**src/rtl/can_rxbuf_pkg.sv**
```systemverilog
`timescale 1ns/1ps
package can_rxbuf_pkg;

  localparam logic [3:0] ST_OFF   = 4'b0000;
  localparam logic [3:0] ST_READY = 4'b0010;
  localparam logic [3:0] ST_BUSY  = 4'b0011;
  localparam logic [3:0] ST_FULL  = 4'b0100;
  localparam logic [3:0] ST_OVR   = 4'b0101;

  localparam int CTL_IE   = 4;
  localparam int CTL_LOCK = 5;
  localparam int CTL_PEND = 6;

  // buffer holds a frame that has not been rearmed
  function automatic logic holds_frame(input logic [3:0] st);
    return (st == ST_FULL) || (st == ST_OVR);
  endfunction

  // status allows a new frame to enter
  function automatic logic may_take(input logic [3:0] st, input logic lock);
    return (st == ST_READY) || (!lock && holds_frame(st));
  endfunction

  // status reached once the copy completes
  function automatic logic [3:0] copy_result(input logic unread);
    return unread ? ST_OVR : ST_FULL;
  endfunction

endpackage

```
**src/rtl/rxbuf_filter.sv**
```systemverilog
`timescale 1ns/1ps
module rxbuf_filter
  import can_rxbuf_pkg::*;
#(
  parameter int ID_W = 29
) (
  input  logic            frm_valid,
  input  logic [ID_W-1:0] frm_id,
  input  logic [ID_W-1:0] own_id,
  input  logic [ID_W-1:0] acc_mask,
  input  logic [3:0]      st,
  input  logic            lock,
  input  logic            busy,
  output logic            hit,
  output logic            accept
);

  function automatic logic masked_eq(input logic [ID_W-1:0] a,
                                     input logic [ID_W-1:0] b,
                                     input logic [ID_W-1:0] m);
    return ((a ^ b) & m) == '0;
  endfunction

  assign hit    = masked_eq(frm_id, own_id, acc_mask);
  assign accept = frm_valid && !busy && hit && may_take(st, lock);

endmodule

```
**src/rtl/rxbuf_copier.sv**
```systemverilog
`timescale 1ns/1ps
module rxbuf_copier #(
  parameter int ID_W   = 29,
  parameter int WORD_W = 16,
  parameter int NDW    = 4,
  localparam int NW    = NDW + 1,
  localparam int IDX_W = $clog2(NW)
) (
  input  logic                  clk,
  input  logic                  rst_n,
  input  logic                  accept,
  input  logic [ID_W-1:0]       frm_id,
  input  logic [NDW*WORD_W-1:0] frm_data,
  input  logic [3:0]            frm_dlc,
  input  logic                  frm_rtr,
  output logic                  busy,
  output logic [IDX_W-1:0]      wr_idx,
  output logic                  wr_last,
  output logic [ID_W-1:0]       stg_id,
  output logic [4:0]            stg_info,
  output logic [WORD_W-1:0]     stg_word
);

  logic [IDX_W-1:0]  cnt;
  logic [WORD_W-1:0] stg_w [NDW];

  always_ff @(posedge clk or negedge rst_n) begin
    if (!rst_n) begin
      busy <= 1'b0;
      cnt  <= '0;
    end else if (accept) begin
      busy <= 1'b1;
      cnt  <= '0;
    end else if (busy) begin
      if (cnt == IDX_W'(NW - 1)) begin
        busy <= 1'b0;
        cnt  <= '0;
      end else begin
        cnt <= cnt + 1'b1;
      end
    end
  end

  // hidden staging copy of the frame
  always_ff @(posedge clk) begin
    if (accept) begin
      stg_id   <= frm_id;
      stg_info <= {frm_rtr, frm_dlc};
    end
  end

  for (genvar j = 0; j < NDW; j++) begin : g_stage
    always_ff @(posedge clk) begin
      if (accept) stg_w[j] <= frm_data[j*WORD_W +: WORD_W];
    end
  end

  always_comb begin
    stg_word = '0;
    for (int j = 0; j < NDW; j++) begin
      if (cnt == IDX_W'(j + 1)) stg_word = stg_w[j];
    end
  end

  assign wr_idx  = cnt;
  assign wr_last = busy && (cnt == IDX_W'(NW - 1));

endmodule

```
**src/rtl/rxbuf_state.sv**
```systemverilog
`timescale 1ns/1ps
module rxbuf_state
  import can_rxbuf_pkg::*;
(
  input  logic       clk,
  input  logic       rst_n,
  input  logic       accept,
  input  logic       copy_last,
  input  logic       ctl_we,
  input  logic [3:0] wr_st,
  input  logic       wr_ie,
  input  logic       wr_lock,
  input  logic       wr_pclr,
  output logic [3:0] st,
  output logic       ie,
  output logic       lock,
  output logic       pend,
  output logic       full_evt
);

  logic unread;
  logic rearm;
  logic unread_eff;

  assign rearm      = ctl_we && (wr_st == ST_READY);
  assign unread_eff = unread && !rearm;
  assign full_evt   = copy_last && !unread_eff;

  always_ff @(posedge clk or negedge rst_n) begin
    if (!rst_n) begin
      st     <= ST_OFF;
      unread <= 1'b0;
    end else if (accept) begin
      st     <= ST_BUSY;
      unread <= holds_frame(st) && !rearm;
    end else if (copy_last) begin
      st     <= copy_result(unread_eff);
      unread <= 1'b0;
    end else if (st == ST_BUSY) begin
      if (rearm) unread <= 1'b0;
    end else if (ctl_we) begin
      st <= wr_st;
    end
  end

  always_ff @(posedge clk or negedge rst_n) begin
    if (!rst_n) begin
      ie   <= 1'b0;
      lock <= 1'b0;
    end else if (ctl_we) begin
      ie   <= wr_ie;
      lock <= wr_lock;
    end
  end

  always_ff @(posedge clk or negedge rst_n) begin
    if (!rst_n)                pend <= 1'b0;
    else if (full_evt && ie)   pend <= 1'b1;
    else if (ctl_we && wr_pclr) pend <= 1'b0;
  end

endmodule

```
**src/rtl/can_rx_mailbox.sv**
```systemverilog
`timescale 1ns/1ps
module can_rx_mailbox
  import can_rxbuf_pkg::*;
#(
  parameter int ID_W   = 29,
  parameter int WORD_W = 16,
  parameter int NDW    = 4,
  parameter int CPU_W  = 32,
  localparam int NW     = NDW + 1,
  localparam int IDX_W  = $clog2(NW),
  localparam int DATA_W = NDW * WORD_W,
  localparam int ADDR_W = $clog2(4 + NDW)
) (
  input  logic              clk,
  input  logic              rst_n,
  input  logic              frm_valid,
  input  logic [ID_W-1:0]   frm_id,
  input  logic [DATA_W-1:0] frm_data,
  input  logic [3:0]        frm_dlc,
  input  logic              frm_rtr,
  input  logic [ADDR_W-1:0] cpu_addr,
  input  logic              cpu_we,
  input  logic [CPU_W-1:0]  cpu_wdata,
  output logic [CPU_W-1:0]  cpu_rdata,
  output logic              irq
);

  localparam int A_CTL  = 0;
  localparam int A_ID   = 1;
  localparam int A_MASK = 2;
  localparam int A_INFO = 3;
  localparam int A_DAT0 = 4;

  logic [ID_W-1:0]   buf_id;
  logic [ID_W-1:0]   buf_mask;
  logic [4:0]        buf_info;
  logic [WORD_W-1:0] buf_w [NDW];

  // named internal events
  logic              hit_w;
  logic              accept_w;
  logic              cp_busy;
  logic [IDX_W-1:0]  cp_idx;
  logic              copy_last_w;
  logic [ID_W-1:0]   stg_id;
  logic [4:0]        stg_info;
  logic [WORD_W-1:0] stg_word;
  logic [3:0]        st_q;
  logic              ie_q;
  logic              lock_q;
  logic              pend_q;
  logic              full_evt_w;
  logic              ctl_we;

  assign ctl_we = cpu_we && (cpu_addr == ADDR_W'(A_CTL));

  rxbuf_filter #(.ID_W(ID_W)) u_filter (
    .frm_valid (frm_valid),
    .frm_id    (frm_id),
    .own_id    (buf_id),
    .acc_mask  (buf_mask),
    .st        (st_q),
    .lock      (lock_q),
    .busy      (cp_busy),
    .hit       (hit_w),
    .accept    (accept_w)
  );

  rxbuf_copier #(.ID_W(ID_W), .WORD_W(WORD_W), .NDW(NDW)) u_copier (
    .clk      (clk),
    .rst_n    (rst_n),
    .accept   (accept_w),
    .frm_id   (frm_id),
    .frm_data (frm_data),
    .frm_dlc  (frm_dlc),
    .frm_rtr  (frm_rtr),
    .busy     (cp_busy),
    .wr_idx   (cp_idx),
    .wr_last  (copy_last_w),
    .stg_id   (stg_id),
    .stg_info (stg_info),
    .stg_word (stg_word)
  );

  rxbuf_state u_state (
    .clk       (clk),
    .rst_n     (rst_n),
    .accept    (accept_w),
    .copy_last (copy_last_w),
    .ctl_we    (ctl_we),
    .wr_st     (cpu_wdata[3:0]),
    .wr_ie     (cpu_wdata[CTL_IE]),
    .wr_lock   (cpu_wdata[CTL_LOCK]),
    .wr_pclr   (cpu_wdata[CTL_PEND]),
    .st        (st_q),
    .ie        (ie_q),
    .lock      (lock_q),
    .pend      (pend_q),
    .full_evt  (full_evt_w)
  );

  // word 0 of the copy carries identifier and frame info
  always_ff @(posedge clk or negedge rst_n) begin
    if (!rst_n) begin
      buf_id   <= '0;
      buf_info <= '0;
    end else if (cp_busy && cp_idx == '0) begin
      buf_id   <= stg_id;
      buf_info <= stg_info;
    end else if (cpu_we && cpu_addr == ADDR_W'(A_ID)) begin
      buf_id   <= cpu_wdata[ID_W-1:0];
    end
  end

  always_ff @(posedge clk or negedge rst_n) begin
    if (!rst_n)                                       buf_mask <= '0;
    else if (cpu_we && cpu_addr == ADDR_W'(A_MASK))   buf_mask <= cpu_wdata[ID_W-1:0];
  end

  for (genvar j = 0; j < NDW; j++) begin : g_word
    always_ff @(posedge clk or negedge rst_n) begin
      if (!rst_n)                                   buf_w[j] <= '0;
      else if (cp_busy && cp_idx == IDX_W'(j + 1))  buf_w[j] <= stg_word;
    end
  end

  always_comb begin
    cpu_rdata = '0;
    if (cpu_addr == ADDR_W'(A_CTL)) begin
      cpu_rdata[3:0]      = st_q;
      cpu_rdata[CTL_IE]   = ie_q;
      cpu_rdata[CTL_LOCK] = lock_q;
      cpu_rdata[CTL_PEND] = pend_q;
    end else if (cpu_addr == ADDR_W'(A_ID)) begin
      cpu_rdata[ID_W-1:0] = buf_id;
    end else if (cpu_addr == ADDR_W'(A_MASK)) begin
      cpu_rdata[ID_W-1:0] = buf_mask;
    end else if (cpu_addr == ADDR_W'(A_INFO)) begin
      cpu_rdata[4:0] = buf_info;
    end else begin
      for (int j = 0; j < NDW; j++) begin
        if (cpu_addr == ADDR_W'(A_DAT0 + j)) cpu_rdata[WORD_W-1:0] = buf_w[j];
      end
    end
  end

  assign irq = pend_q;

endmodule

```
**config.mk**
```make
export PLATFORM = sky130hd
export DESIGN_NAME = can_rx_mailbox
export DESIGN_NICKNAME = d
export VERILOG_FILES = /design/src/rtl/can_rxbuf_pkg.sv /design/src/rtl/rxbuf_filter.sv /design/src/rtl/rxbuf_copier.sv /design/src/rtl/rxbuf_state.sv /design/src/rtl/can_rx_mailbox.sv
export SDC_FILE = /design/constraint.sdc
export NUM_CORES = 1
export LEC_CHECK = 0
export ABC_CLOCK_PERIOD_IN_PS = 5000
export CAP_MARGIN = 5
export CORE_UTILIZATION = 45
export DETAILED_ROUTE_END_ITERATION = 7
export DONT_BUFFER_PORTS = 1
export RECOVER_POWER = 25
export SYNTH_ARGS = -nofsm -noshare
export SYNTH_HDL_FRONTEND = slang
export SYNTH_HIERARCHICAL = 1
export SYNTH_SLANG_ARGS = --single-unit
```
**constraint.sdc**
```tcl
create_clock -name clk -period 5 [get_ports clk]
set_input_delay 0.25 -clock clk [delete_from_list [all_inputs] [get_ports clk]]
set_output_delay 0.25 -clock clk [all_outputs]
set_load 0.01 [all_outputs]
```
# ---- Word level (Yosys, flattened, before mapping)
# Memory sizes are Yosys's and may differ from the RTL's.
# Cells that the tools add are included.
dict set report op_classes {
  n_addsub 1
  eq_ne 17
  mux 36
  bitwise_logic 2
  reduce_logical 35
}
# cell count
set ops {}
lappend ops {{two-way mux 16 bit} 9}
lappend ops {{two-way mux 29 bit} 3}
lappend ops {{AND 29 bit} 1}
lappend ops {{logical NOT 29 bit} 1}
lappend ops {{XOR 29 bit} 1}
lappend ops {{two-way mux 22 bit} 1}
lappend ops {{logical AND 1 bit} 18}
lappend ops {{two-way mux 4 bit} 4}
lappend ops {{== test 3 bit, second input constant} 5}
lappend ops {{two-way mux 13 bit} 1}
lappend ops {{== test 3 x 2 -> 1 bit, second input constant} 4}
lappend ops {{== test 4 x 2 -> 1 bit, second input constant} 3}
lappend ops {{two-way mux 1 bit} 12}
lappend ops {{two-way mux 11 bit} 1}
lappend ops {{two-way mux 3 bit} 3}
lappend ops {{nonzero test 3 bit} 3}
lappend ops {{== test 4 x 3 -> 1 bit, second input constant} 2}
lappend ops {{two-way mux 7 bit} 1}
lappend ops {{== test 3 x 1 -> 1 bit, second input constant} 2}
lappend ops {{logical NOT 3 bit} 2}
lappend ops {{nonzero test 2 bit} 3}
lappend ops {{two-way mux 5 bit} 1}
lappend ops {{logical NOT 1 bit} 4}
lappend ops {{AND reduction 2 bit} 2}
lappend ops {{3 further kinds} 4}
dict set report word_totals {
  reg_bits 173
  ram_bits 64
  inputBits 137
  out_inout_bits 33
  n_memories 1
}
# memory words width read_ports rd_ports_with_merged_regs write_ports line
set mem_list {}
lappend mem_list {u_copier.stg_w 4 16 4 0 4 rxbuf_copier.sv:25} ;# logic [WORD_W-1:0] stg_w [NDW];

# ---- Depth between registers and ports, before layout
dict set report logic_depth {
  depth_word 9
  mapped_depth 9
  depth_no_buf 8
}

# ---- Modules after synthesis
# Netlist, hierarchy kept.
# mod instances cells_each area_per_inst_um2 seq_area_each_um2
set by_module_without_submodules {}
lappend by_module_without_submodules {can_rx_mailbox 1 446 6067.1 3178.0}
lappend by_module_without_submodules {rxbuf_copier 1 196 3621.0 3042.9}
lappend by_module_without_submodules {rxbuf_filter 1 52 435.4 0.0}
lappend by_module_without_submodules {rxbuf_state 1 38 429.2 200.2}

# ---- Worst setup path before layout
# Ideal clock, no wire load.
dict set report synth_timing {
  path_kind {register to register}
  from {register buf_id[6]}
  to {register u_state.unread}
  setup_ns 0.078
  t_arrival_ns 3.766
  setup_slack_ns 1.155
  stages_incl_launch_ff 8
  n_path_buf 0
  synth_period_minus_slack_ns 3.845
  path_cell_list {dfrtp_1 xor2_1 a222oi_1 nand3_1 nor4_2 o211a_1 o2111ai_1 nand2_1}
}
dict set report synth_via {
  elab_chain_cells 7
}
# item line
set synth_lines {}
lappend synth_lines {{start, declared} can_rx_mailbox.sv:34} ;# logic [ID_W-1:0] buf_id;
lappend synth_lines {{start signal, assigned} can_rx_mailbox.sv:108} ;# buf_id <= stg_id;
lappend synth_lines {{start signal, assigned} can_rx_mailbox.sv:111} ;# buf_id <= cpu_wdata[ID_W-1:0];
lappend synth_lines {{XOR 29 bit (*)} rxbuf_filter.sv:21} ;# return ((a ^ b) & m) == '0;
lappend synth_lines {{AND 29 bit (*)} rxbuf_filter.sv:21}
lappend synth_lines {{logical NOT 29 bit (*)} rxbuf_filter.sv:21}
lappend synth_lines {{via hit_w} can_rx_mailbox.sv:40} ;# logic hit_w;
lappend synth_lines {{logical AND 1 bit (*) (2 in series)} rxbuf_filter.sv:25} ;# assign accept = frm_valid && !busy && hit && may_take(st, lock);
lappend synth_lines {{via accept_w} can_rx_mailbox.sv:41} ;# logic accept_w;
lappend synth_lines {{nonzero test 3 bit (no line)} n/a}
lappend synth_lines {{AND reduction 2 bit (no line)} n/a}
lappend synth_lines {{end signal, assigned} rxbuf_state.sv:35} ;# unread <= holds_frame(st) && !rearm;
lappend synth_lines {{end, declared} rxbuf_state.sv:21} ;# logic unread;
# The timed path passes the listed nets; every way through them passes the cells marked *.
# A chain may end at the register's enable or synchronous reset.

==> results.md <==
- Post-CTS sizing: 0
- Crit path arrival time: between 3 and 4 ns
- Largest family of logic cells by synthesized area: multiplexers
- Post-synth EDFFs: between 90 and 100
- Total CTS buffers: 27
- Yosys warning count: 6
- Mapped Area: approximately 0.011 mm²
- Leak: 0.004994 µW
- Nets: about 1000
- DR pass1 iterations: 5
- Post-Synth Adder-Cell Area: less than 1%
- Vias in the first global route: about 7000
- Hold_ws: 0.03514 ns
- Peak VDD IR: roughly 0.34 mV
- CTS Sinks: between 200 and 250
- Critical Path End Type: async pin
- Max-cap violation count: 1
- Xor and xnor fraction of the mapped netlist area: under 10%
- Failing checks: max-capacitance violations, max-slew violations
- Crit path time final: between 3 and 4 ns
- Post-synthesis mux area share: roughly a fifth
- Crit path cell chain: dlygate4sd3_1 > clkbuf_2
- Die span in x: about 160 µm
- Mapped Cells: 732
- Required @ worst endpoint: 4.82 ns
- Seq/Total Area, Yosys: between 60% and 70%
- Total number of H-tree levels: 1
- RSZ-0062 raised after global routing: false
- First-pass GRT wire length: approximately 40000 µm
- GR peak layer: met2
- DP HPWL: about 15000 µm
- Family with the most delay on the worst path: buffers and inverters
- Slew Limit Fails: 140
- Starting DRT DRC Count: ~360
- Ports: 170
- Initial antenna violation count: 0
- Rel. slew slack: -135.5%
- Vias/cell: approximately 5.6
- Period utilization: ~70%
- Top post-synthesis cells by area: dfrtp_1, edfxtp_1, mux2_2
- Startpoint types: primary input
- CTS tree: yes
- Vias: between 6000 and 7000
- Total core area: between 0.02 and 0.025 mm²
- Status: complete, but fails checks
- Utilization after layout: between 50 and 60%
- # port buffers: 0
- Yosys reg bits: between 200 and 250
- M3 GR Usage: roughly 3%
- Clock Path Buffers: 3
- Worst skew pair latency: approximately 0.54 ns
- Routing usage on met1: a little over a quarter
- WL/cell: around 21 µm
- Clock Tree Root: clkbuf_16
- Row cnt: 55
- GR Overflow Total: 0
- Slowest cell on crit path: clkbuf_2
- Clock-pin slew on the worst setup and hold paths: 0.05 ns
- CP peak stage delay: around 2.4 ns
- Share of cells above drive strength 1: approximately 22%
- Die ar.: between 0.02 and 0.025 mm²
- Final setup vio count: 0
- Critical path class: primary input to async pin
- Netlist cell types: 58
- Largest net degree at the start of global routing: 140
- Antenna viol nets, final: 0
- GRT Util Overall: between 20% and 30%
- Pwr Total: between 5000 and 6000 µW
- Setup TNS: 0 ns
- Critical Path Fanout Max: about 140
- PD cells: around 460 mW/mm²
- Ys async rst share: around 60%
- Compound-Gate Fraction of Synth Area: 7.885%
- Final-report hold violation count: 0
- Highest Clock Rate: approximately 280 MHz
- Min-delay worst type: primary input to register
- Skew final: approximately 0.022 ns
- Antenna Cells: 0
- Synth Area per Inst: between 10 and 15 µm²
- Simple-gate share of the synthesized area: 6.201%
- Routability cong.: approximately 0.8
- Bufs and invs on worst path: 2
- Worst Tran Pin Value: around 3.5 ns
- Met2 Use GR: between 30 and 40%
- Area delta synth->final: 22.47%
- Top_reg_cell synth: dfrtp_1
- Routed wire length: around 25000 µm
- Die H: 155.1 µm
- Starting Density: between 40% and 50%
- DRC viols: 0
- Share of the synthesized area in the top cell type: between 30% and 40%
- Area leader, netlist: dfrtp_1
-- synth_stat cells, types with 3 or more instances --
cell	n
ha_1	5
o21ai_1	10
nor2_1	32
a22oi_1	50
buf_2	15
xor2_1	29
nor3b_1	4
buf_6	6
nand3_1	5
mux4_1	3
edfxtp_1	98
nand2b_1	4
clkbuf_1	12
a21oi_1	6
buf_4	9
a31oi_1	16
o21ai_0	28
nand2_1	59
inv_1	5
mux2_2	105
dfrtp_1	139
mux4_2	18
mux2i_1	33
-- sequential cells by signal (all words and copies together), names as in the netlist --
signal,cells
u_copier/stg_id,29
u_state/unread,1
u_state/ie,1
u_state/pend,1
buf_id,29
u_copier/busy,1
buf_mask,29
u_state/lock,1
u_copier/wr_idx,3
u_state/st,4
buf_w,64
u_copier/stg_w,64
buf_info,5
u_copier/stg_info,5
-- per-layer routing --
metal,wire length [µm],vias to the layer above
li1,-,2999
met1,10550,3356
met2,12710,254
met3,1359,52
met4,765,0
met5,0,-
-- cell usage in the layout (no fill, tap or decap), types with 6 or more instances in the layout --
master,n
mux4_2,18
mux2i_1,33
mux2_2,105
dlygate4sd3_1,128
dfrtp_1,139
clkbuf_16,27
xor2_1,29
a31oi_1,16
nand2_1,59
o21ai_0,28
a22oi_1,50
a21oi_1,6
o21ai_1,10
clkbuf_1,10
nor2_1,32
buf_4,6
edfxtp_1,98
-- cell families (layout without fill, tap and decap cells) --
family / after synthesis / after routing
DFF: 237 / 237
muxes: 161 / 161
and+or+nand+nor: 126 / 126
AOI/OAI and AO/OA: 123 / 123
buffers and inverters: 50 / 191
xor gates and xnor gates: 29 / 29
adders and majority gates: 5 / 5
other: 1 / 3
-- repair_timing --
item / 4_1_cts / 5_1_grt
setup buffers: 0 / 0
hold buffers: 129 / 0
endpoints found under the hold margin: 299 / 0
-- cell type report --
| cell class | count | area (µm²) |
|---|---|---|
| flip-flops and latches | 237 | 6421 |
| inverters | 5 | 18.77 |
| repair buffers | 137 | 1355 |
| fillers | 1846 | 9923 |
| multi-input cells | 447 | 3882 |
| clock inverters | 10 | 103.9 |
| clock buffers | 39 | 750.7 |
| well taps | 313 | 391.6 |
-- power breakdown --
part | switching, µW | internal (µW) | total [µW] | leakage (µW)
Clock | 751 | 1140 | 1890 | 0.000417
Sequential | 323 | 2390 | 2720 | 0.00265
Combinational | 663 | 644 | 1310 | 0.00193
Total | 1740 | 4180 | 5910 | 0.00499
-- through the flow --
stage	instances	cell area (µm²)	setup slack (ns)
after CTS	1188	12950	1.797
after floorplan	734	10560	1.155
after global routing	1188	12920	0.8392
after global placement	1010	10790	1.956
after detailed placement	1010	10790	1.827
final	1188	12920	1.486
-- path summary, 6_finish.rpt --
kind,from,to,slack (ns),cells past startpoint
worst min-delay path,cpu_addr[1],u_state/lock,0.04,2
min in group asynchronous,rst_n,buf_info[1],1.43,2
worst max register to register,u_copier/wr_idx[2],buf_w[51],1.70,6
max in group clk,u_copier/wr_idx[2],buf_w[51],1.70,6
worst min register to register,u_copier/stg_id[23],buf_id[23],0.46,2
worst max-delay path,rst_n,buf_id[11],1.49,2
Power figures use the tool's default switching activity.
